## src/rtl/tern_pkg.sv

```systemverilog
package tern_pkg;
  parameter int NPH = 3;
  typedef struct packed {
    logic [NPH-1:0] up;
    logic [NPH-1:0] down;
  } stepCmd_t;
endpackage

```

## src/rtl/tern_ctrl.sv

```systemverilog
module tern_ctrl
  import tern_pkg::*;
(
  input  logic [2*NPH-1:0]      exceedFlags,
  input  logic [NPH-1:0][1:0]   lvl,
  output stepCmd_t              cmd
);
  logic found;
  logic isInc;
  int   ph;
  logic canSelf;
  logic canOthers;

  always_comb begin
    found = 1'b0;
    isInc = 1'b0;
    ph    = 0;
    for (int k = 0; k < 2*NPH; k++) begin
      if (!found && exceedFlags[k]) begin
        found = 1'b1;
        ph    = k / 2;
        isInc = (k % 2) == 0;
      end
    end
    canSelf   = isInc ? (lvl[ph] != 2'd2) : (lvl[ph] != 2'd0);
    canOthers = 1'b1;
    for (int q = 0; q < NPH; q++) begin
      if (q != ph) begin
        if (isInc) canOthers = canOthers & (lvl[q] != 2'd0);
        else       canOthers = canOthers & (lvl[q] != 2'd2);
      end
    end
    cmd = '0;
    if (found) begin
      if (canSelf) begin
        if (isInc) cmd.up[ph]   = 1'b1;
        else       cmd.down[ph] = 1'b1;
      end else if (canOthers) begin
        for (int q = 0; q < NPH; q++) begin
          if (q != ph) begin
            if (isInc) cmd.down[q] = 1'b1;
            else       cmd.up[q]   = 1'b1;
          end
        end
      end
    end
  end
endmodule

```

## src/rtl/tern_dp.sv

```systemverilog
module tern_dp
  import tern_pkg::*;
#(
  parameter int W    = 8,
  parameter int STEP = 3,
  localparam int RW  = W + 3
) (
  input  logic                 clk,
  input  logic                 rstN,
  input  stepCmd_t             cmd,
  input  logic signed [W-1:0]  refG,
  input  logic signed [W-1:0]  refH,
  output logic [NPH-1:0][1:0]  codes,
  output logic [NPH-1:0][1:0]  lvl,
  output logic signed [RW-1:0] resG,
  output logic signed [RW-1:0] resH
);
  localparam logic signed [RW-1:0] STEPW = RW'(STEP);

  for (genvar p = 0; p < NPH; p++) begin : g_phase
    logic [1:0] codeQ;
    logic       nextZeroHigh;
    logic [1:0] curLvl;
    logic [1:0] nxtLvl;

    always_comb begin
      case (codeQ)
        2'b01:   curLvl = 2'd0;
        2'b10:   curLvl = 2'd2;
        default: curLvl = 2'd1;
      endcase
      nxtLvl = curLvl + {1'b0, cmd.up[p]} - {1'b0, cmd.down[p]};
    end

    always_ff @(posedge clk) begin
      if (!rstN) begin
        codeQ        <= 2'b00;
        nextZeroHigh <= 1'b1;
      end else if (cmd.up[p] || cmd.down[p]) begin
        case (nxtLvl)
          2'd0: codeQ <= 2'b01;
          2'd2: codeQ <= 2'b10;
          default: begin
            codeQ        <= {2{nextZeroHigh}};
            nextZeroHigh <= ~nextZeroHigh;
          end
        endcase
      end
    end

    assign codes[p] = codeQ;
    assign lvl[p]   = curLvl;
  end

  logic signed [RW-1:0] lvlS [NPH];
  for (genvar p = 0; p < NPH; p++) begin : g_ext
    assign lvlS[p] = $signed({{(RW-2){1'b0}}, lvl[p]});
  end

  logic signed [RW-1:0] refGx, refHx;
  assign refGx = {{(RW-W){refG[W-1]}}, refG};
  assign refHx = {{(RW-W){refH[W-1]}}, refH};
  assign resG  = refGx - STEPW * (lvlS[0] - lvlS[1]);
  assign resH  = refHx - STEPW * (lvlS[1] - lvlS[2]);
endmodule

```

## src/rtl/tern_stage_ctrl.sv

```systemverilog
module tern_stage_ctrl
  import tern_pkg::*;
#(
  parameter int W    = 8,
  parameter int STEP = 3,
  localparam int RW  = W + 3
) (
  input  logic                 clk,
  input  logic                 rstN,
  input  logic [5:0]           exceedFlags,
  input  logic signed [W-1:0]  refG,
  input  logic signed [W-1:0]  refH,
  output logic [5:0]           phaseCodes,
  output logic signed [RW-1:0] resG,
  output logic signed [RW-1:0] resH
);
  stepCmd_t             cmd;
  logic [NPH-1:0][1:0]  lvl;
  logic [NPH-1:0][1:0]  codes;

  tern_ctrl u_ctrl (
    .exceedFlags (exceedFlags),
    .lvl         (lvl),
    .cmd         (cmd)
  );

  tern_dp #(.W(W), .STEP(STEP)) u_dp (
    .clk   (clk),
    .rstN  (rstN),
    .cmd   (cmd),
    .refG  (refG),
    .refH  (refH),
    .codes (codes),
    .lvl   (lvl),
    .resG  (resG),
    .resH  (resH)
  );

  assign phaseCodes = codes;
endmodule

```

## config.mk

```make
export PLATFORM = sky130hd
export DESIGN_NAME = tern_stage_ctrl
export DESIGN_NICKNAME = d
export VERILOG_FILES = /design/src/rtl/tern_pkg.sv /design/src/rtl/tern_ctrl.sv /design/src/rtl/tern_dp.sv /design/src/rtl/tern_stage_ctrl.sv
export SDC_FILE = /design/constraint.sdc
export NUM_CORES = 1
export LEC_CHECK = 0
export BUFFER_PORTS_ARGS = -buffer_cell sky130_fd_sc_hd__buf_2
export CAP_MARGIN = 30
export CORE_UTILIZATION = 60
export CTS_CLUSTER_SIZE = 20
export DETAILED_ROUTE_END_ITERATION = 8
export PLACE_DENSITY = 0.95
export SYNTH_ARGS = -nofsm -noshare
export SYNTH_HDL_FRONTEND = slang
export SYNTH_HIERARCHICAL = 1
export SYNTH_SLANG_ARGS = --single-unit
```

## constraint.sdc

```tcl
create_clock -name clk -period 10.85 [get_ports clk]
set_input_delay 2.17 -clock clk [delete_from_list [all_inputs] [get_ports clk]]
set_output_delay 2.17 -clock clk [all_outputs]
set_load 0.01 [all_outputs]
```

==> impl_summary.md <==
Clocking
TritonCTS built the clock tree. CTS saw 9 sinks. The number of setup buffers added after CTS is 0. Clock tree synthesis inserted a total of 3 buffers. In this run the clock root is driven by a sky130_fd_sc_hd__clkbuf_8. The cts-stage hold buffer count is 0. The post-cts sizing count is 0. In this run the number of H-tree levels came out at 1. After clock tree synthesis, the clock-pin slew on the worst setup and hold paths is about 0.040 ns.

The clock latency on the worst-skew pair is roughly 0.23 ns. The largest buffer count on any clock path is 2.

Critical path
The type of the worst setup path is in -> out. The kind of end point of the critical path is a primary output. The worst setup path is launched from an input pin. The required time of the critical path is approximately 8.7 ns. The setup slack of the most critical reg-to-reg path is 7.22 ns. STA puts the critical path data arrival time at approximately 4.7 ns. The highest fanout seen on the critical path is 4.

STA
The max-slew violation count is 0. Setup violations remaining at the end of the flow were counted as 0. Dividing the final minimum period by the clock period gives 0.636. For the final database, setup skew stands at around 0.0036 ns. The worst pin sits at a relative slew slack of 0.528.

The number of failing hold endpoints at the final stage is 0. Setup repair after global routing left no endpoint under its margin. The upper clock frequency limit is about 0.14 GHz. The transition time at the pin with the least slew margin is about 0.7 ns. Summed over all failing endpoints, the final setup total negative slack is 0 ns. The time the final worst path needs with I/O delays and setup is 6.90 ns.

Layout
After the last flow step, the layout net total stands at approximately 440. Once layout is done, the placed cells without fillers occupy ~2700 um2. The number of antenna diodes in the final layout is 0.

The multi-input combinational cells in the finished layout cover a total of 1900 um2. The final standard cell utilization of the core is 0.717. The area growth from synthesis to layout is 12.8%. The fraction of layout instances using a drive strength above 1 is 0.185.

Registers take roughly 180 um2. The total of fill cells in the finished design is roughly 310.

Floorplanning
The number of top-level pins is 52. The core region area is between 3000 and 4000 um2. From left edge to right edge, the die measures approximately 65 um. The y dimension of the die is approximately 65 um. The floorplan step defined a die boundary enclosing 4220 um2. The site row count is 22. The initial utilization of the core area, before any placement, comes to 0.635.

Synth
Counting instances in the post-synthesis netlist gives the leading cell types as sky130_fd_sc_hd__inv_1 (66), sky130_fd_sc_hd__ha_1 (41), sky130_fd_sc_hd__nor2_1 (27). The synthesized netlist net count is slightly below 400. After synthesis, the largest family of logic cells by area is adder cells.

In this run, distinct cell masters in the synthesized netlist total just under 60. Of the total synthesized cell area, the portion taken by XOR and XNOR cells is 0.0736. sky130_fd_sc_hd__ha_1 takes more of the synthesized area than any other cell.

The number of synthesized register bits is 9. For this run, the leading register cell type out of synthesis is sky130_fd_sc_hd__dfxtp_1. A synthesized cell averages 7.39 um2.

The share of the synthesized area in compound gates (AO/OA/AOI/OAI) is 0.216. Of the total synthesized cell area, the portion taken by full adders, half adders and majority gates is 0.266. By area the synthesized netlist is led by sky130_fd_sc_hd__ha_1 (22%), sky130_fd_sc_hd__inv_1 (10%), sky130_fd_sc_hd__dfxtp_1 (7.6%), sky130_fd_sc_hd__fa_1 (5.0%), sky130_fd_sc_hd__nor2_1 (4.3%). The part of the Yosys area used for sequential elements is 0.0757. After synthesis, the share of cell area in mux cells is 0.0126.

The count of flip-flops with a built-in enable after synthesis is 0. The leading cell type by number of instances after synthesis is sky130_fd_sc_hd__inv_1. The async set-reset flop share out of synthesis is 0. After technology mapping, the gate count stands at around 320. The Yosys step of the flow raised 6 warnings. The share of the synthesized area in the top cell type is 0.216. The synthesized area is roughly 2400 um2.

The share of synthesized cell area in and, or, nand and nor gates is 0.228.

Min path
The class of the most critical hold timing path is reg -> reg.

Place
The estimated wirelength of the detail-placed design is ~4100 um. During placement, the flow inserted port buffers numbering 51. The cell area after placement is 2640 um2. Routability-driven placement finished with a final weighted congestion of ~0.9.

Job
The reported max-cap violation count is 0.

GRT
The wire length of the first global-routing pass is approximately 8300 um. The number of antenna violations at the first check in global routing is 0. The number of global-route vias before repair was 2091. The combined global-route utilization of all metal layers is 0.237.

The total congestion overflow is 0. The largest net degree at the start of global routing is 13.

Run status
The run finished with clean final reports.

Route
The starting DRC count in detailed routing is approximately 120. The total wirelength of the detailed-routed design is between 4000 and 5000 um. The final route contains around 2300 vias. The number of iterations in the first detailed-routing pass is 4. The per-cell via count in the routed design is 5.64. The detailed-route wire length per cell is 11.8 um.

The antenna violation net count after detailed routing is 0. The final routed DRC violation total is 0.
[cell usage in the layout, fill, tap and decap left out, drive strengths merged, types with 2 or more instances in the layout]
master,n
a21o,3
and3,3
a21boi,2
ha,41
a211o,2
a311o,2
a211oi,5
a32oi,3
xnor2,9
o2111ai,4
clkbuf,4
inv,66
a21oi,12
dfxtp,9
nand3b,4
nor3,8
buf,51
nand2,20
nand3,8
a31oi,3
nor3b,2
nor2,28
nand4b,2
mux2i,3
or2,4
xor2,11
a41oi,2
nand2b,6
o31ai,3
o211ai,4
or3,3
o21ai,11
nor4,4
fa,6
a2111oi,4
nor2b,4
o22ai,3
[registers in the layout (all words and copies together), names as in the netlist]
register,count
u_dp/g_phase.codeQ,6
u_dp/g_phase.nextZeroHigh,3
[area by class of cell]
type	instances	share of cell area
clock buffer	4	0.0168
inverter	66	0.0923
multi-input combinational	237	0.706
sequential	9	0.0671
tap	48	0.0224
timing repair buffer	51	0.0951
[path summary, 6_finish.rpt]
path,from,endpoint,cells past startpoint
hold / removal,u_dp/g_phase[1].codeQ[0]$_SDFFE_PN0N_,u_dp/g_phase[1].codeQ[0]$_SDFFE_PN0N_,2
hold reg to reg,u_dp/g_phase[1].codeQ[0]$_SDFFE_PN0N_,u_dp/g_phase[1].codeQ[0]$_SDFFE_PN0N_,2
setup / recovery,refH[2],resH[8],11
setup reg to reg,u_dp/g_phase[1].codeQ[0]$_SDFFE_PN0N_,u_dp/g_phase[2].codeQ[1]$_SDFFE_PN0N_,13
[stage by stage]
| stage | worst slack, ns | hold slack, ns | cells |
|---|---|---|---|
| after floorplan | 4.14 | 0.460 | 322 |
| after global placement | 4.05 | 0.473 | 411 |
| after detailed placement | 3.95 | 0.478 | 411 |
| after CTS | 3.94 | 0.504 | 415 |
| after global routing | 3.79 | 0.545 | 415 |
| final | 3.95 | 0.500 | 415 |
[logic make-up after synthesis]
kind of cell | after synthesis
AOI/OAI and AO/OA | 68
xor gates and xnor gates | 20
adders and majority gates | 47
buffers and inverters | 76
DFF | 9
muxes | 3
and+or+nand+nor | 99
[worst max-delay path: stages]
cell and delay [ns]:
sky130_fd_sc_hd__buf_2 0.12, sky130_fd_sc_hd__inv_1 0.11, sky130_fd_sc_hd__nand2_1 0.08, sky130_fd_sc_hd__fa_1 0.52, sky130_fd_sc_hd__inv_1 0.07, sky130_fd_sc_hd__fa_1 0.42, sky130_fd_sc_hd__nand2b_1 0.21, sky130_fd_sc_hd__a211oi_2 0.25
sky130_fd_sc_hd__mux2i_1 0.12, sky130_fd_sc_hd__a2111oi_2 0.43, sky130_fd_sc_hd__buf_2 0.22
[per-layer routing]
layer  vias to the layer above  global-route usage  wire length, um
met5                         -                   0                0
met4                         0              0.0222                6
met3                         2              0.0299              293
met2                        66               0.444             2390
met1                      1071               0.294             2190
li1                       1202                   -                -
Power is left out: the tool's default activity adds up to more than one toggle a clock period on the data nets, which glitch-free logic cannot reach.
